<file path="src/rtl/nvm_slave_pkg.sv">
package nvm_slave_pkg;
    localparam logic [3:0] DEV_CODE = 4'b1010;

    typedef enum logic [3:0] {
        ST_IDLE,
        ST_SELECT,
        ST_SEL_ACK,
        ST_ADDR,
        ST_ADDR_ACK,
        ST_WDATA,
        ST_WDATA_ACK,
        ST_RDATA,
        ST_MACK
    } slv_state_t;
endpackage

</file>
<file path="src/rtl/nvm_bus_sync.sv">
module nvm_bus_sync #(
    parameter int SYNC_STAGES = 2
) (
    input  logic clk,
    input  logic rst_n,
    input  logic scl_i,
    input  logic sda_i,
    output logic scl_s,
    output logic sda_s,
    output logic scl_rise,
    output logic scl_fall,
    output logic start_det,
    output logic stop_det
);
    logic [SYNC_STAGES-1:0] scl_chain;
    logic [SYNC_STAGES-1:0] sda_chain;
    logic                   scl_q;
    logic                   sda_q;

    generate
        if (SYNC_STAGES == 1) begin : g_one
            always_ff @(posedge clk or negedge rst_n) begin
                if (!rst_n) begin
                    scl_chain <= '1;
                    sda_chain <= '1;
                end else begin
                    scl_chain <= scl_i;
                    sda_chain <= sda_i;
                end
            end
        end else begin : g_many
            always_ff @(posedge clk or negedge rst_n) begin
                if (!rst_n) begin
                    scl_chain <= '1;
                    sda_chain <= '1;
                end else begin
                    scl_chain <= {scl_chain[SYNC_STAGES-2:0], scl_i};
                    sda_chain <= {sda_chain[SYNC_STAGES-2:0], sda_i};
                end
            end
        end
    endgenerate

    always_ff @(posedge clk or negedge rst_n) begin
        if (!rst_n) begin
            scl_q <= 1'b1;
            sda_q <= 1'b1;
        end else begin
            scl_q <= scl_s;
            sda_q <= sda_s;
        end
    end

    assign scl_s     = scl_chain[SYNC_STAGES-1];
    assign sda_s     = sda_chain[SYNC_STAGES-1];
    assign scl_rise  = scl_s & ~scl_q;
    assign scl_fall  = ~scl_s & scl_q;
    assign start_det = scl_s & scl_q & sda_q & ~sda_s;
    assign stop_det  = scl_s & scl_q & ~sda_q & sda_s;
endmodule

</file>
<file path="src/rtl/nvm_addr_ctr.sv">
module nvm_addr_ctr #(
    parameter int ADDR_W = 11,
    parameter int PAGE_W = 4
) (
    input  logic              clk,
    input  logic              rst_n,
    input  logic              load_hi,
    input  logic [ADDR_W-9:0] hi_val,
    input  logic              load_lo,
    input  logic [7:0]        lo_val,
    input  logic              inc_page,
    input  logic              inc_full,
    output logic [ADDR_W-1:0] addr
);
    localparam logic [PAGE_W-1:0] PAGE_ONE = {{(PAGE_W-1){1'b0}}, 1'b1};
    localparam logic [ADDR_W-1:0] FULL_ONE = {{(ADDR_W-1){1'b0}}, 1'b1};

    always_ff @(posedge clk or negedge rst_n) begin
        if (!rst_n) begin
            addr <= '0;
        end else if (load_hi) begin
            addr[ADDR_W-1:8] <= hi_val;
        end else if (load_lo) begin
            addr[7:0] <= lo_val;
        end else if (inc_page) begin
            addr[PAGE_W-1:0] <= addr[PAGE_W-1:0] + PAGE_ONE;
        end else if (inc_full) begin
            addr <= addr + FULL_ONE;
        end
    end

    // a written byte advances only the in-page bits
    a_r6_page_wrap: assert property (@(posedge clk) disable iff (!rst_n)
        $past(inc_page) |->
            (addr[ADDR_W-1:PAGE_W] == $past(addr[ADDR_W-1:PAGE_W])) &&
            (addr[PAGE_W-1:0] == $past(addr[PAGE_W-1:0]) + PAGE_ONE));

    // a sent byte at the top address wraps the counter to zero
    a_r10_top_wrap: assert property (@(posedge clk) disable iff (!rst_n)
        ($past(inc_full) && ($past(addr) == {ADDR_W{1'b1}})) |-> (addr == '0));
endmodule

</file>
<file path="src/rtl/nvm_serial_slave.sv">
module nvm_serial_slave
    import nvm_slave_pkg::*;
#(
    parameter int ADDR_W      = 11,
    parameter int PAGE_W      = 4,
    parameter int SYNC_STAGES = 2
) (
    input  logic              clk,
    input  logic              rst_n,
    input  logic              scl_i,
    input  logic              sda_i,
    output logic              sda_oe,
    output logic              wr_en,
    output logic [ADDR_W-1:0] wr_addr,
    output logic [7:0]        wr_data,
    output logic [ADDR_W-1:0] rd_addr,
    input  logic [7:0]        rd_data
);
    localparam int HI_W = ADDR_W - 8;

    slv_state_t state, nxt;
    logic       scl_s, sda_s, scl_rise, scl_fall, start_det, stop_det;
    logic [3:0] bit_cnt;
    logic [7:0] shreg;
    logic [7:0] txreg;
    logic       mack;
    logic       byte_full, dev_hit, rd_sel;
    logic       load_hi, load_lo, inc_page, inc_full;

    nvm_bus_sync #(.SYNC_STAGES(SYNC_STAGES)) u_sync (
        .clk(clk), .rst_n(rst_n), .scl_i(scl_i), .sda_i(sda_i),
        .scl_s(scl_s), .sda_s(sda_s), .scl_rise(scl_rise), .scl_fall(scl_fall),
        .start_det(start_det), .stop_det(stop_det)
    );

    assign byte_full = (bit_cnt == 4'd8);
    assign dev_hit   = (shreg[7:4] == DEV_CODE);
    assign rd_sel    = shreg[0];

    assign load_hi  = (state == ST_SELECT) && scl_fall && byte_full && dev_hit && !rd_sel;
    assign load_lo  = (state == ST_ADDR) && scl_fall && byte_full;
    assign inc_page = (state == ST_WDATA) && scl_fall && byte_full;
    assign inc_full = ((state == ST_SEL_ACK) && scl_fall && rd_sel) ||
                      ((state == ST_MACK) && scl_fall && mack);

    nvm_addr_ctr #(.ADDR_W(ADDR_W), .PAGE_W(PAGE_W)) u_ctr (
        .clk(clk), .rst_n(rst_n),
        .load_hi(load_hi), .hi_val(shreg[HI_W:1]),
        .load_lo(load_lo), .lo_val(shreg),
        .inc_page(inc_page), .inc_full(inc_full),
        .addr(rd_addr)
    );

    // state register
    always_ff @(posedge clk or negedge rst_n) begin
        if (!rst_n) state <= ST_IDLE;
        else        state <= nxt;
    end

    // next-state logic
    always_comb begin
        nxt = state;
        if (stop_det) begin
            nxt = ST_IDLE;
        end else if (start_det) begin
            nxt = ST_SELECT;
        end else begin
            unique case (state)
                ST_IDLE:      nxt = ST_IDLE;
                ST_SELECT:    if (scl_fall && byte_full) nxt = dev_hit ? ST_SEL_ACK : ST_IDLE;
                ST_SEL_ACK:   if (scl_fall) nxt = rd_sel ? ST_RDATA : ST_ADDR;
                ST_ADDR:      if (scl_fall && byte_full) nxt = ST_ADDR_ACK;
                ST_ADDR_ACK:  if (scl_fall) nxt = ST_WDATA;
                ST_WDATA:     if (scl_fall && byte_full) nxt = ST_WDATA_ACK;
                ST_WDATA_ACK: if (scl_fall) nxt = ST_WDATA;
                ST_RDATA:     if (scl_fall && bit_cnt == 4'd7) nxt = ST_MACK;
                ST_MACK:      if (scl_fall) nxt = mack ? ST_RDATA : ST_IDLE;
                default:      nxt = ST_IDLE;
            endcase
        end
    end

    // datapath: shifters, bit counter, write request
    always_ff @(posedge clk or negedge rst_n) begin
        if (!rst_n) begin
            bit_cnt <= '0;
            shreg   <= '0;
            txreg   <= '0;
            mack    <= 1'b0;
            wr_en   <= 1'b0;
            wr_addr <= '0;
            wr_data <= '0;
        end else begin
            wr_en <= 1'b0;
            if (start_det || stop_det) begin
                bit_cnt <= '0;
            end else begin
                unique case (state)
                    ST_SELECT, ST_ADDR, ST_WDATA: begin
                        if (scl_rise && !byte_full) begin
                            shreg   <= {shreg[6:0], sda_s};
                            bit_cnt <= bit_cnt + 4'd1;
                        end
                        if (state == ST_WDATA && scl_fall && byte_full) begin
                            wr_en   <= 1'b1;
                            wr_addr <= rd_addr;
                            wr_data <= shreg;
                        end
                    end
                    ST_SEL_ACK: begin
                        if (scl_fall) begin
                            bit_cnt <= '0;
                            if (rd_sel) txreg <= rd_data;
                        end
                    end
                    ST_ADDR_ACK, ST_WDATA_ACK: begin
                        if (scl_fall) bit_cnt <= '0;
                    end
                    ST_RDATA: begin
                        if (scl_fall) begin
                            txreg   <= {txreg[6:0], 1'b1};
                            bit_cnt <= bit_cnt + 4'd1;
                        end
                    end
                    ST_MACK: begin
                        if (scl_rise) mack <= ~sda_s;
                        if (scl_fall && mack) begin
                            txreg   <= rd_data;
                            bit_cnt <= '0;
                        end
                    end
                    default: ;
                endcase
            end
        end
    end

    // outputs
    always_comb begin
        unique case (state)
            ST_SEL_ACK, ST_ADDR_ACK, ST_WDATA_ACK: sda_oe = 1'b1;
            ST_RDATA:                              sda_oe = ~txreg[7];
            default:                               sda_oe = 1'b0;
        endcase
    end

    // a write request lasts one cycle
    a_r5_single_pulse: assert property (@(posedge clk) disable iff (!rst_n)
        wr_en |=> !wr_en);

    // a write request only appears while the data byte is acknowledged
    a_r5_in_ack: assert property (@(posedge clk) disable iff (!rst_n)
        wr_en |-> (state == ST_WDATA_ACK));

    // the slave never moves SDA while SCL is high
    a_r9_hold_high: assert property (@(posedge clk) disable iff (!rst_n)
        (scl_s && $past(scl_s) && !$past(stop_det) && !$past(start_det)) |-> $stable(sda_oe));

    // STOP releases the data line
    a_r12_stop_release: assert property (@(posedge clk) disable iff (!rst_n)
        stop_det |=> !sda_oe);
endmodule

</file>
<file path="config.mk">
export PLATFORM = sky130hd
export DESIGN_NAME = nvm_serial_slave
export DESIGN_NICKNAME = d
export VERILOG_FILES = /design/src/rtl/nvm_slave_pkg.sv /design/src/rtl/nvm_bus_sync.sv /design/src/rtl/nvm_addr_ctr.sv /design/src/rtl/nvm_serial_slave.sv
export SDC_FILE = /design/constraint.sdc
export NUM_CORES = 1
export LEC_CHECK = 0
export BUFFER_PORTS_ARGS = -buffer_cell sky130_fd_sc_hd__buf_2
export CELL_PAD_IN_SITES_DETAIL_PLACEMENT = 1
export CELL_PAD_IN_SITES_GLOBAL_PLACEMENT = 2
export CORE_ASPECT_RATIO = 2
export CORE_MARGIN = 2
export CORE_UTILIZATION = 40
export DETAILED_ROUTE_END_ITERATION = 8
export PLACE_DENSITY_LB_ADDON = 0.2
export SYNTH_ARGS = -nofsm -noshare
export SYNTH_HDL_FRONTEND = slang
export SYNTH_SLANG_ARGS = --single-unit
</file>
<file path="constraint.sdc">
create_clock -name clk -period 5.3 [get_ports clk]
set_input_delay 1.325 -clock clk [delete_from_list [all_inputs] [get_ports clk]]
set_output_delay 1.325 -clock clk [all_outputs]
set_load 0.03 [all_outputs]
</file>
After elaboration in Yosys (flattened, before gate mapping)
Cells that the tools add are included.
Widths: inputs -> output; s select.
{"block": "totals", "out_inout_bits": 32, "reg_bits": 62, "inputBits": 12}
{"block": "classes", "add_sub_neg": 3, "eq_ne": 29, "reduce_logical": 37, "muxes": 34, "n_bitwise": 14}
{"op": "$mux 4", "count": 15}
{"op": "$mux 8", "count": 5}
{"op": "$pmux 4 s7", "count": 1}
{"op": "$pmux 8 s3", "count": 1}
{"op": "$eq 4x3->1 const B", "count": 5}
{"op": "$logic_and 1x1->1", "count": 16}
{"op": "$pmux 4 s4", "count": 1}
{"op": "$reduce_and 3->1", "count": 5}
{"op": "$eq 4x4->1 const B", "count": 3}
{"op": "$mux 3", "count": 4}
{"op": "$ne 2x2->1 const B", "count": 6}
{"op": "$ne 4x3->1 const B", "count": 3}
{"op": "$ne 4x4->1 const B", "count": 3}
{"op": "$add 11x1->11 const B", "count": 1}
{"op": "$mux 11", "count": 1}
{"op": "$add 4x1->4 const B", "count": 2}
{"op": "$eq 4x2->1 const B", "count": 2}
{"op": "$and 1x1->1", "count": 7}
{"op": "$mux 7", "count": 1}
{"op": "$not 1->1", "count": 7}
{"op": "$reduce_and 7->1", "count": 1}
{"op": "$ne 3x1->1 const B", "count": 2}
{"op": "$ne 3x3->1 const B", "count": 2}
{"op": "$reduce_and 6->1", "count": 1}
{"op": "other kinds (15)", "count": 22}

Depth between registers and ports, before layout
{"block": "depth", "depth_word": 9, "mapped_depth": 9}

Modules after synthesis
Synthesis repeated with hierarchy kept, for this count alone.
{"block": "unflattened", "cells_unflattened": 281, "hier_area_um2": 3284.4}
{"mod": "nvm_serial_slave", "area_each_um2": 2393.5, "seq_area_each_um2": 1126.1, "instances": 1, "cells_each": 190}
{"mod": "nvm_addr_ctr", "area_each_um2": 700.7, "seq_area_each_um2": 275.3, "instances": 1, "cells_each": 81}
{"mod": "nvm_bus_sync", "area_each_um2": 190.2, "seq_area_each_um2": 157.7, "instances": 1, "cells_each": 10}

Worst setup path after synthesis
No wires, ideal clock.
{"block": "synth_path", "path_type": "flip-flop to output port", "from": "register state[1]", "to": "output sda_oe", "setup_slack_ps": 2704, "arrival_time_ps": 1271, "path_stages_with_launch": 6, "n_path_buf": 1, "cell_sequence": "dfrtp_1 > buf_6 > inv_1 > o21ai_0 > a2bb2oi_1 > nor2_1"}
{"block": "synth_via", "elab_chain_cells": 3, "elab_cells_between_ends": 6, "classes_between": "4 x eq/ne; 1 x mux; 1 x reduce/logical"}
{"item": "from (decl)", "line_no": "nvm_serial_slave.sv:21", "rtl": "slv_state_t state, nxt;"}
{"item": "from (signal assigned)", "line_no": "nvm_serial_slave.sv:57", "rtl": "else state <= nxt;"}
{"item": "$eq 4x2->1 or $eq 4x3->1 (tied branches)", "line_no": "nvm_serial_slave.sv:140", "rtl": "unique case (state)"}
{"item": "$reduce_or 3->1 (no source line)"}
{"item": "$pmux 1 s2 (*)", "line_no": "nvm_serial_slave.sv:140"}
{"item": "to (decl)", "line_no": "nvm_serial_slave.sv:12", "rtl": "output logic sda_oe,"}
Every way passes the cells marked *; elsewhere a longest branch is shown, timed or not.

Final worst setup path
Same ends and word-level chain as after synthesis.

==> results.cfg <==
[placement]
gp_congestion = 0.780
io_buffers = 43
dp_cells = 405
dpl.hpwl_um = 5070

[sta]
skew_ns = 0.00873
setup_violations = 0
worst_pin_slew_ns = 0.610
slew_violations = 0
rsz0062_at_grt = no
min_period_ns = 3.07
finalCritPeriodShare_pct = 58.0
tns_ns = 0
hold_violations = 0
fmax_mhz = 326
slew_headroom_pct = 59.3

[pwr]
p_sw_uw = 271
clockPowerShare_pct = 48.3
p_comb_share_pct = 6.6
ir_worst_vdd_v = 0.000253
p_int_uw = 905
switching_share_pct = 23.0
pwr-share-seq_pct = 45.1
p_leak_nw = 1.73
p_per_area_nw_per_um2 = 324

[logic_synthesis]
yosysWarnings = 0
synth_seq_cells = 62
syn_area_um2 = 3060
ys_async_sr_fraction_pct = 100
synth_edf_count = 0
synth_ff_type = dfrtp_1
synth_nets = 295
yosysUniqueCellTypes = 52
netlist_instances = 280
seq_area_frac_synth_pct = 50.9
syn-mean-instance-area_um2 = 10.9

[finish]
stdcell_count = 420
filler_cell_count = 840
final_net_count = 337
synthToLayoutAreaGrowth_pct = 18.5
antenna_cells = 0
layout-drive-gt1-share_pct = 30.7

[setup_path]
slowest_stage = dfrtp_1
cp_cell_sequence = inv_1 > o21ai_0 > a2bb2oi_1 > nor2_1 > buf_2
crit_buf_inv = 2
arrival_ns = 1.75
worstSetupPathType = reg2out
worstPathMaxFanout = 18
cp-end-kind = primary output
crit_required_ns = 3.97
cp_top_family = flip-flops
start_kind = flip-flop
cpPeakStageDelay_ns = 0.67

[floorplan]
fp.dieW_um = 65.9
floorplan.initialDensity_pct = 40.9
chipHeight_um = 128
die_area_um2 = 8410
core_um2 = 7490
pin_count = 44
num_rows = 45

[detailed_routing]
antenna_left = 0
post-route-drc-count = 0
via_count = 2294
wl_um = 7120
wire_per_inst_um = 16.9
drtIter0Drc = 143
via_per_inst = 5.46
dr.pass1.iters = 7

[global_routing]
grt_max_degree = 43
grt.overflow.total = 0
grt_pass1_wl_um = 11800
grt.total_usage_pct = 18.9
first_global_vias = 2371
antenna_found_initial = 0

[clock_tree]
cts_tree = done
htreeDepth = 3
cts_sinks = 62
post_cts.repair.setup_buffers = 0
clock_latency_ns = 0.33
path_clk_slew_ns = 0.05
cts_buffer_depth = 2
numCtsBuffers = 9
cts_root_buf = clkbuf_16
ctsResizeCount = 0
cts-hold-fix-buffers = 0

[run]
drv_cap = 0

[run_status]
status = completed

[min_path]
holdCritPathClass = reg2reg
## flip-flops by register name, summed over array words and instances, names as in the netlist
signal and cells:
bit_cnt 4, mack 1, shreg 8, state 4
txreg 8, u_ctr.addr 11, u_sync.scl_chain 2, u_sync.scl_q 1
u_sync.sda_chain 2, u_sync.sda_q 1, wr_addr 11, wr_data 8
wr_en 1
## cell usage after synthesis (4+ instances only)
cell type  count  area [µm²]
nand3_1        8        40.0
and2_1         5        31.3
o211ai_1       5        37.5
nand4_1        5        31.3
buf_2          8        40.0
a21oi_1       12        60.1
nand2_1       24        90.1
o21ai_0       19        95.1
mux2i_1        8        80.1
nor2b_1        5        31.3
dfrtp_1       56        1400
inv_1          6        22.5
xor2_1         8        70.1
dfstp_2        6         158
nor2_1        18        67.6
and3_1         4        25.0
mux2_2        29         327
## final cells by class
type                       count  area (µm²)  share of cell area, %
sequential                    62        1560                   43.0
multi-input combinational    198        1410                   38.8
clock buffer                  11         243                   6.69
timing repair buffer          45         230                   6.35
tap                           94         118                   3.24
clock inverter                 4        47.5                   1.31
inverter                       6        22.5                  0.621
## metal layers
layer	share of wire [%]	wire length, µm	global-route usage, %	vias to the layer above
li1	-	-	-	1094
met4	2.2	158	8.33	0
met1	42	3010	23.0	1151
met2	52	3690	30.2	38
met3	3.7	260	5.88	11
met5	0	0	0	-
## placed cells by master, fill, tap and decap left out, drive strengths merged, types with 6 or more instances in the layout
cell type	n
xor2	8
buf	45
mux2i	8
nand3	8
mux2	29
a21oi	15
nand2	24
clkbuf	11
o21ai	19
dfstp	6
inv	6
nor2	19
dfrtp	56
## worst register-to-register path, delay by kind of cell, from the launching register on
family	cells	cell delay, ns
AOI/OAI and AO/OA	2	0.57
and+or+nand+nor	2	0.68
DFF	1	0.67
muxes	1	0.37
## worst paths after layout
| path | startpoint | to | slack (ns) | cells after the start |
|---|---|---|---|---|
| max reg2reg | state[1] | state[2] | 2.89 | 5 |
| min reg2reg | u_sync.scl_chain[0] | u_sync.scl_chain[1] | 0.35 | 0 |
| min in group asynchronous | rst_n | txreg[3] | 0.94 | 1 |
| min | u_sync.scl_chain[0] | u_sync.scl_chain[1] | 0.35 | 0 |
| max | state[1] | sda_oe | 2.23 | 5 |
| max in group asynchronous | rst_n | shreg[4] | 3.45 | 2 |
## power groups by stage
stage	combinational, mW	clock [mW]	sequential [mW]
global placement	0.0739	0	0.534
CTS	0.0795	0.588	0.529
detailed placement	0.0787	0	0.537
finish	0.0778	0.568	0.530
global route	0.0871	0.609	0.534
floorplan	0.0524	0	0.524
## stage by stage
step                cell area (µm²)  utilization [%]  hold WS [ns]  worst slack [ns]  power [mW]
finish                         3630             48.4         0.354              2.23        1.18
global route                   3630             48.4         0.355              2.11        1.23
CTS                            3630             48.4         0.355              2.22        1.20
detailed placement             3340             44.5         0.348              2.59       0.615
global placement               3340             44.5         0.348              2.73       0.608
floorplan                      3060                -         0.345              2.70       0.576
## kinds of logic (layout without fill, tap and decap cells)
family | count (synthesis) | after routing | synth area share (%)
AND/OR/NAND/NOR | 92 | 92 | 16.6
flip-flops | 62 | 62 | 50.9
AO/OA/AOI/OAI | 58 | 58 | 12.3
multiplexers | 37 | 37 | 13.3
buffers and inverters | 20 | 66 | 3.39
XOR/XNOR | 8 | 8 | 2.29
adder cells (fa/ha/maj) | 3 | 3 | 1.23
Note: power is estimated with default switching activity, not from simulation.
